`config.mk`:
```
export PLATFORM = sky130hd
export DESIGN_NAME = sdram_burst_seq
export DESIGN_NICKNAME = d
export VERILOG_FILES = /design/src/rtl/sdram_seq_pkg.sv /design/src/rtl/sdram_mode_reg.sv /design/src/rtl/sdram_burst_ctr.sv /design/src/rtl/sdram_lat_pipe.sv /design/src/rtl/sdram_burst_seq.sv
export SDC_FILE = /design/constraint.sdc
export NUM_CORES = 1
export LEC_CHECK = 0
export BUFFER_PORTS_ARGS = -buffer_cell sky130_fd_sc_hd__buf_2
export CAP_MARGIN = 20
export CORE_ASPECT_RATIO = 0.5
export CORE_UTILIZATION = 51
export CTS_CLUSTER_SIZE = 14
export DETAILED_ROUTE_END_ITERATION = 6
export PLACE_DENSITY = 0.74
export SLEW_MARGIN = 20
export SYNTH_ARGS = -nofsm -noshare
export SYNTH_HDL_FRONTEND = slang
export SYNTH_SLANG_ARGS = --single-unit
```
`constraint.sdc`:
```
create_clock -name clk -period 2.81 [get_ports clk]
set_input_delay 0.281 -clock clk [delete_from_list [all_inputs] [get_ports clk]]
set_output_delay 0.281 -clock clk [all_outputs]
set_load 0.02 [all_outputs]
```
`src/rtl/sdram_seq_pkg.sv`:
```
package sdram_seq_pkg;

  typedef enum logic [2:0] {
    C_NONE  = 3'd0,
    C_MODE  = 3'd1,
    C_READ  = 3'd2,
    C_WRITE = 3'd3,
    C_TERM  = 3'd4
  } cmd_e;

  typedef struct packed {
    logic [2:0] bl_code;
    logic       ilv;
    logic       cl3;
    logic       wr_single;
  } mode_t;

  localparam mode_t MODE_RESET = '{bl_code: 3'b000, ilv: 1'b0, cl3: 1'b0, wr_single: 1'b0};

  function automatic cmd_e decode_cmd(input logic cs_n, input logic ras_n,
                                      input logic cas_n, input logic we_n);
    cmd_e c;
    c = C_NONE;
    if (!cs_n) begin
      case ({ras_n, cas_n, we_n})
        3'b000:  c = C_MODE;
        3'b101:  c = C_READ;
        3'b100:  c = C_WRITE;
        3'b110:  c = C_TERM;
        default: c = C_NONE;
      endcase
    end
    return c;
  endfunction

endpackage

```
`src/rtl/sdram_mode_reg.sv`:
```
module sdram_mode_reg
  import sdram_seq_pkg::*;
(
  input  logic       clk,
  input  logic       rst,
  input  logic       load,
  input  logic [9:0] mode_word,
  output mode_t      mode
);

  logic [2:0] bl_f;
  logic [2:0] cl_f;
  logic       bl_ok;
  logic       cl_ok;
  logic       accept;

  assign bl_f   = mode_word[2:0];
  assign cl_f   = mode_word[6:4];
  assign bl_ok  = (bl_f[2] == 1'b0) || (bl_f == 3'b111);
  assign cl_ok  = (cl_f == 3'b010) || (cl_f == 3'b011);
  assign accept = load && bl_ok && cl_ok;

  always_ff @(posedge clk) begin
    if (rst) begin
      mode <= MODE_RESET;
    end else if (accept) begin
      mode.bl_code   <= bl_f;
      mode.ilv       <= mode_word[3];
      mode.cl3       <= cl_f[0];
      mode.wr_single <= mode_word[9];
    end
  end


  reserved_ignored_chk: assert property (@(posedge clk) disable iff (rst)
    (load && !(bl_ok && cl_ok)) |=> $stable(mode));


  latency_loaded_chk: assert property (@(posedge clk) disable iff (rst)
    (load && bl_ok && cl_ok) |=> (mode.cl3 == $past(mode_word[4])));

endmodule

```
`src/rtl/sdram_burst_ctr.sv`:
```
module sdram_burst_ctr
  import sdram_seq_pkg::*;
#(
  parameter int COL_W  = 9,
  parameter int BANK_W = 2
) (
  input  logic              clk,
  input  logic              rst,
  input  cmd_e              cmd,
  input  logic [COL_W-1:0]  col_in,
  input  logic [BANK_W-1:0] ba_in,
  input  logic [1:0]        dqm,
  input  logic [2:0]        bl_code,
  input  logic              ilv,
  input  logic              wr_single,
  output logic              beat_valid,
  output logic              beat_wr,
  output logic [COL_W-1:0]  beat_col,
  output logic [BANK_W-1:0] beat_bank,
  output logic [1:0]        wr_be
);

  localparam logic [COL_W-1:0] ALL_ONES = '1;

  function automatic logic [COL_W-1:0] len_mask(input logic [2:0] code);
    logic [COL_W-1:0] m;
    case (code)
      3'b000:  m = '0;
      3'b001:  m = COL_W'(1);
      3'b010:  m = COL_W'(3);
      3'b011:  m = COL_W'(7);
      default: m = ALL_ONES;
    endcase
    return m;
  endfunction

  logic [COL_W-1:0] start_q;
  logic [COL_W-1:0] idx_q;
  logic [COL_W-1:0] mask_q;
  logic             full_q;
  logic             ilv_q;

  logic             is_rw;
  logic             is_wr_cmd;
  logic             single_wr;
  logic             new_full;
  logic [COL_W-1:0] new_mask;
  logic [COL_W-1:0] idx_nx;
  logic [COL_W-1:0] step;
  logic [COL_W-1:0] col_nx;
  logic             last_beat;

  always_comb begin
    is_rw     = (cmd == C_READ) || (cmd == C_WRITE);
    is_wr_cmd = (cmd == C_WRITE);
    single_wr = is_wr_cmd && wr_single;
    new_full  = (bl_code == 3'b111) && !single_wr;
    new_mask  = single_wr ? '0 : len_mask(bl_code);
    idx_nx    = idx_q + COL_W'(1);
    step      = ilv_q ? (start_q ^ idx_nx) : (start_q + idx_nx);
    col_nx    = (start_q & ~mask_q) | (step & mask_q);
    last_beat = !full_q && (idx_q == mask_q);
  end

  always_ff @(posedge clk) begin
    if (rst) begin
      beat_valid <= 1'b0;
      beat_wr    <= 1'b0;
      beat_col   <= '0;
      beat_bank  <= '0;
      wr_be      <= '0;
      start_q    <= '0;
      idx_q      <= '0;
      mask_q     <= '0;
      full_q     <= 1'b0;
      ilv_q      <= 1'b0;
    end else if (is_rw) begin
      beat_valid <= 1'b1;
      beat_wr    <= is_wr_cmd;
      beat_col   <= col_in;
      beat_bank  <= ba_in;
      wr_be      <= is_wr_cmd ? ~dqm : 2'b00;
      start_q    <= col_in;
      idx_q      <= '0;
      mask_q     <= new_mask;
      full_q     <= new_full;
      ilv_q      <= ilv && !new_full;
    end else if (cmd == C_TERM) begin
      beat_valid <= 1'b0;
      wr_be      <= '0;
    end else if (beat_valid) begin
      if (last_beat) begin
        beat_valid <= 1'b0;
        wr_be      <= '0;
      end else begin
        idx_q    <= idx_nx;
        beat_col <= col_nx;
        wr_be    <= beat_wr ? ~dqm : 2'b00;
      end
    end else begin
      wr_be <= '0;
    end
  end


  term_stops_chk: assert property (@(posedge clk) disable iff (rst)
    (cmd == C_TERM) |=> !beat_valid);


  single_write_start_chk: assert property (@(posedge clk) disable iff (rst)
    (cmd == C_WRITE && wr_single) |=> (beat_valid && beat_wr));


  single_write_end_chk: assert property (@(posedge clk) disable iff (rst)
    (beat_valid && beat_wr && $past(cmd == C_WRITE && wr_single) && !is_rw) |=> !beat_valid);


  block_held_chk: assert property (@(posedge clk) disable iff (rst)
    (beat_valid && $past(beat_valid) && !$past(is_rw)) |-> (((beat_col ^ $past(beat_col)) & ~mask_q) == '0));


  wr_be_gated_chk: assert property (@(posedge clk) disable iff (rst)
    (wr_be != 2'b00) |-> (beat_valid && beat_wr));

endmodule

```
`src/rtl/sdram_lat_pipe.sv`:
```
module sdram_lat_pipe #(
  parameter int MAX_CL   = 3,
  parameter int MASK_LAT = 2
) (
  input  logic       clk,
  input  logic       rst,
  input  logic       rd_beat,
  input  logic       cl3,
  input  logic [1:0] dqm,
  output logic       rd_valid,
  output logic [1:0] rd_oe
);

  localparam int DEPTH = MAX_CL - 1;

  logic [DEPTH-1:0] pipe_q;
  logic [1:0]       dm_q [MASK_LAT];
  logic             tap;

  always_ff @(posedge clk) begin
    if (rst) pipe_q[0] <= 1'b0;
    else     pipe_q[0] <= rd_beat;
  end

  generate
    for (genvar k = 1; k < DEPTH; k++) begin : g_shift
      always_ff @(posedge clk) begin
        if (rst) pipe_q[k] <= 1'b0;
        else     pipe_q[k] <= pipe_q[k-1];
      end
    end
  endgenerate

  always_ff @(posedge clk) begin
    if (rst) dm_q[0] <= '0;
    else     dm_q[0] <= dqm;
  end

  generate
    for (genvar k = 1; k < MASK_LAT; k++) begin : g_mask
      always_ff @(posedge clk) begin
        if (rst) dm_q[k] <= '0;
        else     dm_q[k] <= dm_q[k-1];
      end
    end
  endgenerate

  assign tap = cl3 ? pipe_q[1] : pipe_q[0];

  always_ff @(posedge clk) begin
    if (rst) begin
      rd_valid <= 1'b0;
      rd_oe    <= '0;
    end else begin
      rd_valid <= tap;
      rd_oe    <= tap ? ~dm_q[MASK_LAT-1] : 2'b00;
    end
  end


  lat_two_chk: assert property (@(posedge clk) disable iff (rst)
    !$past(cl3) |-> (rd_valid == $past(rd_beat, 2)));


  lat_three_chk: assert property (@(posedge clk) disable iff (rst)
    $past(cl3) |-> (rd_valid == $past(rd_beat, 3)));


  oe_needs_valid_chk: assert property (@(posedge clk) disable iff (rst)
    (rd_oe != 2'b00) |-> rd_valid);

endmodule

```
`src/rtl/sdram_burst_seq.sv`:
```
module sdram_burst_seq
  import sdram_seq_pkg::*;
#(
  parameter int ADDR_W = 10,
  parameter int COL_W  = 9,
  parameter int BANK_W = 2,
  parameter int MAX_CL = 3
) (
  input  logic              clk,
  input  logic              rst,
  input  logic              cs_n,
  input  logic              ras_n,
  input  logic              cas_n,
  input  logic              we_n,
  input  logic [ADDR_W-1:0] addr,
  input  logic [BANK_W-1:0] ba,
  input  logic              dqm_lo,
  input  logic              dqm_hi,
  output logic              beat_valid,
  output logic              beat_wr,
  output logic [COL_W-1:0]  beat_col,
  output logic [BANK_W-1:0] beat_bank,
  output logic [1:0]        wr_be,
  output logic              rd_valid,
  output logic [1:0]        rd_oe
);

  cmd_e       cmd;
  mode_t      mode;
  logic [1:0] dqm;
  logic       rd_beat;

  assign cmd     = decode_cmd(cs_n, ras_n, cas_n, we_n);
  assign dqm     = {dqm_hi, dqm_lo};
  assign rd_beat = beat_valid && !beat_wr;

  sdram_mode_reg u_mode (
    .clk       (clk),
    .rst       (rst),
    .load      (cmd == C_MODE),
    .mode_word (addr[9:0]),
    .mode      (mode)
  );

  sdram_burst_ctr #(
    .COL_W  (COL_W),
    .BANK_W (BANK_W)
  ) u_ctr (
    .clk        (clk),
    .rst        (rst),
    .cmd        (cmd),
    .col_in     (addr[COL_W-1:0]),
    .ba_in      (ba),
    .dqm        (dqm),
    .bl_code    (mode.bl_code),
    .ilv        (mode.ilv),
    .wr_single  (mode.wr_single),
    .beat_valid (beat_valid),
    .beat_wr    (beat_wr),
    .beat_col   (beat_col),
    .beat_bank  (beat_bank),
    .wr_be      (wr_be)
  );

  sdram_lat_pipe #(
    .MAX_CL   (MAX_CL),
    .MASK_LAT (2)
  ) u_lat (
    .clk      (clk),
    .rst      (rst),
    .rd_beat  (rd_beat),
    .cl3      (mode.cl3),
    .dqm      (dqm),
    .rd_valid (rd_valid),
    .rd_oe    (rd_oe)
  );


  start_col_chk: assert property (@(posedge clk) disable iff (rst)
    (cmd == C_READ || cmd == C_WRITE) |=> (beat_valid && beat_col == $past(addr[COL_W-1:0]) && beat_bank == $past(ba)));

endmodule

```
# Word-level counts from Yosys, hierarchy flattened
# Memory sizes are Yosys's and may differ from the RTL's.
# Cells that the tools add are included.
# totals
reg_bits,55
inputBits,20
rom_bits,0
latch_bits,0
n_memories,1
output_inout_bits,18
ram_bits,4
elab_cells,97
# mem_list
name,words,word_bits,read_ports,rd_ports_with_merged_regs,write_ports,line,source
u_lat.dm_q,2,2,2,0,2,sdram_lat_pipe.sv:17,logic [1:0] dm_q [MASK_LAT];
# classes
n_shift,0
eq_ne,17
bitwise_logic,13
n_mux,25
n_reduce_logical,21
div,0
magnitude_cmp,0
add_sub_neg,2
mul,0
# op_table
operator,count
9-bit 2-to-1 mux,6
9-bit case mux with 4 select lines,1
9-bit bitwise AND,2
"3-bit by 2-bit == test with 1-bit output, second input constant",6
"3-bit == test, second input constant",6
2-bit 2-to-1 mux,8
3-bit case mux with 4 select lines,1
"9-bit by 1-bit adder with 9-bit output, second input constant",1
9-bit adder,1
9-bit == test,1
9-bit NOT,1
9-bit bitwise OR,1
9-bit XOR,1
1-bit 2-to-1 mux,8
1-bit logical AND,7
"3-bit by 1-bit == test with 1-bit output, second input constant",2
3-bit zero test,2
3-bit AND reduction,2
1-bit zero test,4
"2-bit by 1-bit != test with 1-bit output, second input constant",2
1-bit NOT,4
2-bit NOT,2
2-bit OR reduction,2
1-bit logical OR,3
3 further kinds,4

# Logic depth before layout (Yosys ltp)
# logic_depth
ltp_word,9
ltp_mapped,12
mapped_depth_nobuf,12

# Modules after synthesis
# From an unflattened synthesis, not the netlist that was laid out.
# hier_totals
hier_cells,329
hier_area_um2,2820.2
# modules_own_cells
mod,area_each_um2,cells_each,n_inst,seq_area_each_um2
sdram_burst_ctr,2267.2,278,1,780.7
sdram_mode_reg,267.8,27,1,120.1
sdram_lat_pipe,241.5,19,1,180.2
sdram_burst_seq,43.8,5,1,0.0

# Least setup slack after synthesis
# Ideal clock, no wire load.
# synth_timing
path_kind,reg2reg
from,reg u_ctr.idx_q[2]
to,reg u_ctr.beat_col[8]
period_less_slack_ns,2.813
setup_slack_ns,-0.003
setup_time_ns,0.130
path_buffers,1
arrival_time_ns,2.683
stages_incl_launch_ff,12
t_required_ns,2.680
path_cell_list,dfxtp_1 > buf_6 > nand3_1 > or2_2 > xnor2_1 > ha_1 > o211a_1 > o31ai_1 > a311oi_1 > mux2i_1 > a2111oi_0 > o31ai_1
# synth_via
elab_chain_cells,9
word_cells_on_any_way,14
cone_classes,add/sub (2); eq/ne (2); mux (5); bitwise (3); reduce/logical (2)
# synth_lines
item,line,source
from (decl),sdram_burst_ctr.sv:38,logic [COL_W-1:0] idx_q;
from (signal assigned),sdram_burst_ctr.sv:96,idx_q <= idx_nx;
9-bit by 1-bit adder with 9-bit output,sdram_burst_ctr.sv:59,idx_nx = idx_q + COL_W'(1);
named net u_ctr.idx_nx[5],sdram_burst_ctr.sv:48,logic [COL_W-1:0] idx_nx;
9-bit adder,sdram_burst_ctr.sv:60,step = ilv_q ? (start_q ^ idx_nx) : (start_q + idx_nx);
9-bit 2-to-1 mux,sdram_burst_ctr.sv:60,
9-bit bitwise AND,sdram_burst_ctr.sv:61,col_nx = (start_q & ~mask_q) | (step & mask_q);
9-bit bitwise OR,sdram_burst_ctr.sv:61,
9-bit 2-to-1 mux,sdram_burst_ctr.sv:92,if (last_beat) begin
9-bit 2-to-1 mux,sdram_burst_ctr.sv:91,end else if (beat_valid) begin
9-bit 2-to-1 mux,sdram_burst_ctr.sv:88,end else if (cmd == C_TERM) begin
9-bit 2-to-1 mux,sdram_burst_ctr.sv:77,end else if (is_rw) begin
to (signal assigned),sdram_burst_ctr.sv:80,beat_col <= col_in;
to (signal assigned),sdram_burst_ctr.sv:97,beat_col <= col_nx;
to (decl),sdram_burst_ctr.sv:18,"output logic [COL_W-1:0] beat_col,"
# The timed path passes the listed nets, and every way through them passes these cells. The select of a mux whose other input is x is not followed.
# A chain may end at the register's enable or synchronous reset.

# Final worst setup path
# layout_timing
from,reg u_ctr.idx_q[1]
to,reg u_ctr.beat_col[8]
# The elaborated chain is that of the path after synthesis.

==> results by group <==
Global routing
  • Global route overflow: 0
  • Largest net degree at the start of global routing: 34
  • Vias in the first global route: 2161
  • Initial antenna violation count: 0
  • Total GRT Usage: 0.2297
  • First-pass GRT wire length: 10.17 mm

Floorplan
  • Die Y: 54.16 um
  • # IOs: 38
  • Site row count: 18
  • Core Region: between 5000 and 6000 um^2
  • Die W: roughly 110 um
  • Die area: 5758 um^2
  • Initial Utilization: 0.5477

Critical path
  • Arrival @ worst endpoint: 2.88 ns
  • Crit. End Element: register
  • Family with the most delay on the worst path: compound AO/OA/AOI/OAI gates
  • Buf+Inv Stages, Crit Path: 1
  • Critical-path top delay cell: dfxtp_2
  • Startpoint class of the critical path: register
  • Crit path kind: reg2reg
  • WP data required: around 3 ns
  • Crit-path cells: ha_2 > nand2_1 > nor2_1 > nand2_1 > xnor2_2 > ha_2 > a21oi_2 > a21boi_2 > a311oi_2 > buf_4 > mux2i_1 > a2111oi_2 > o31ai_1
  • Worst path max stage delay: 0.37 ns
  • Crit Path Max Fanout: 4

Drt
  • Routed wl met3: 383 um
  • Top routing layer used: met4
  • Via/cell ratio: 5.590
  • DRT iter0 DRCs: 118
  • Residual DRC count: 0
  • Met2 WL: 2.896 mm
  • Vias: 2471
  • Total Routed Length: between 6 and 7 mm
  • First-pass detailed-route iteration total: 5
  • Routed Antenna Nets: 0
  • Routed WL per cell: 14.52 um
  • Metal-1 WL: a little over 3 mm

STA
  • Pins Over Slew Limit: 0
  • Slew at the pin with the worst max-slew slack: 0.7377 ns
  • Worst Clk Skew: 0.01035 ns
  • Final setup fails: 0
  • Max-Slew Margin vs Limit: 0.5064
  • Tmin final: 2.683 ns
  • Final hold violation count: 0
  • Tcrit/Tclk final: 0.9549
  • Max Fclk: 372.7 MHz

Synthesis
  • Syn Area/Cell: 8.334 um^2
  • Synth cell types: 55
  • Count leader, synth: dfxtp_1
  • Post-synth EDFFs: 0
  • Synth area leader: dfxtp_1
  • Post-Syn Area: 2775 um^2
  • Net Count, Synth: between 300 and 400
  • Async S/R FF share, synth: 0
  • Ranking of synthesized cells by area: dfxtp_1 39%, nand2_1 6.1%, a21oi_1 5.4%
  • Most frequent cells after synthesis: 54 x dfxtp_1, 45 x nand2_1, 38 x nor2_1
  • Synth Register Bits: 54
  • Post-synthesis sequential area ratio: 0.3895
  • Synth top area share: 0.3895
  • Cells after synthesis: 333
  • Warnings, synthesis: 0
  • Synth Flop Type: dfxtp_1

Clock network
  • CTS root buf: clkbuf_8
  • Worst skew pair latency: around 0.32 ns
  • CTS tree: yes
  • Htree depth: 2
  • Clock sinks: between 50 and 60
  • CTS Buf Count: 5
  • Worst-path clk slew: approximately 0.11 ns
  • Clk buf depth: 2

Placed design
  • DP Area: a little over 3000 um^2
  • Final GP Congestion: around 0.90
  • Port Buffers: 37
  • Detailed placement HPWL: 4.673 mm
  • Placed insts: 433

Layout
  • Design Area, Final: 3184 um^2
  • Nets: about 400
  • Area delta synth->final: 14.74%
  • Layout cells sized above 1: 0.2097
  • Cell Count, Final, Fillers Out: 442
  • Fill count: 472
  • Antenna cells: 0

Pwr
  • LEAKAGE: 1.345 nW
  • Peak VDD IR: 0.0004256 V
  • Cell Pwr Density: 433.6 nW/um^2

Hold path
  • Worst hold path type: in2reg

Run status
  • Status: completed

Run
  • MaxCap Viol Count: 0
## kinds of logic after synthesis
group / count (synthesis) / share of synthesized area
AND/OR/NAND/NOR: 134 / 0.2250
AO/OA/AOI/OAI: 71 / 0.1709
flip-flops: 54 / 0.3895
buffers and inverters: 30 / 0.05139
XOR/XNOR: 21 / 0.06627
adder cells (fa/ha/maj): 12 / 0.05681
multiplexers: 11 / 0.04013
## cell usage in the layout, fill, tap and decap left out, types with 2 or more instances in the layout
cell type | Yosys | layout
nand3b_1 | 3 | 3
nor3_1 | 8 | 8
nor2_1 | 38 | 38
or2_2 | 3 | 2
xnor2_1 | 16 | 15
a21oi_1 | 30 | 29
nor4_1 | 4 | 4
ha_2 | 0 | 2
xor2_1 | 5 | 5
o31ai_1 | 5 | 5
nor2b_1 | 6 | 6
mux2i_1 | 10 | 10
o211ai_1 | 2 | 2
ha_1 | 11 | 9
nand3_1 | 11 | 10
a311oi_2 | 1 | 2
buf_2 | 2 | 37
and3_1 | 3 | 3
buf_4 | 0 | 13
a21o_1 | 2 | 2
nand2b_1 | 2 | 2
a41oi_1 | 2 | 2
o21ai_0 | 8 | 8
a22oi_1 | 2 | 2
dfxtp_1 | 54 | 52
a211o_1 | 4 | 4
a211oi_2 | 2 | 2
inv_1 | 11 | 11
dfxtp_2 | 0 | 2
a31oi_1 | 2 | 2
or3_1 | 2 | 2
nand2_1 | 45 | 45
clkbuf_8 | 0 | 5
nor3b_1 | 2 | 2
## stage by stage
stage | TNS [ns] | total power, mW | utilization | worst slack (ns) | hold slack (ns)
floorplan | 0 | 0.8790 | - | 0.1155 | 0.3534
global placement | 0 | 0.9203 | 0.6005 | 0.06998 | 0.3720
detailed placement | -0.1094 | 0.9227 | 0.6005 | -0.1094 | 0.3804
CTS | 0 | 1.387 | 0.6235 | 0.009177 | 0.1156
global route | -0.03804 | 1.426 | 0.6284 | -0.03804 | 0.1126
finish | 0 | 1.381 | 0.6284 | 0.1268 | 0.1191
## state kept, by name, indices dropped and copies added (netlist names), 2 cells and up
signal           flops
u_ctr.beat_bank      2
u_ctr.beat_col       9
u_ctr.idx_q          9
u_ctr.mask_q         4
u_ctr.start_q        9
u_ctr.wr_be          2
u_lat.dm_q           4
u_lat.pipe_q         2
u_lat.rd_oe          2
u_mode.mode          6
## layer usage
layer  vias to the layer above  GRT usage
li1                       1232          -
met1                      1160     0.3118
met2                        71     0.3820
met3                         8    0.05206
met4                         0    0.04398
met5                         -          0
## cell type report
cell class	instances	area (um^2)	share of cell area
clock buffers	5	68.82	0.02161
clock inverters	3	28.78	0.009037
inverters	11	41.29	0.01297
multi-input cells	249	1592	0.4998
flip-flops and latches	54	1084	0.3403
well taps	70	87.58	0.02750
repair buffers	50	282.8	0.08880
## where the power goes
part / switching [mW] / leakage, nW / total, mW / internal [mW]
clock: 0.286 / 0.0506 / 0.473 / 0.187
combinational: 0.0712 / 0.855 / 0.115 / 0.0438
sequential: 0.0110 / 0.439 / 0.793 / 0.782
## what timing repair did
item                       4_1_cts  5_1_grt
hold endpoints to repair         0        0
resized for setup                5        7
setup endpoints to repair        1        1
hold buffers                     0        0
buffers inserted                 1        0
pin swaps                        1        3
## path summary, 6_finish.rpt
check	from	end	slack [ns]	cells past startpoint
min	dqm_hi	u_ctr.wr_be[1]	0.12	2
min reg2reg	u_lat.dm_q[1][1]	u_lat.rd_oe[1]	0.39	1
max	u_ctr.idx_q[1]	u_ctr.beat_col[8]	0.13	13
max reg2reg	u_ctr.idx_q[1]	u_ctr.beat_col[8]	0.13	13
No activity file was read; power rests on OpenSTA's default activity.
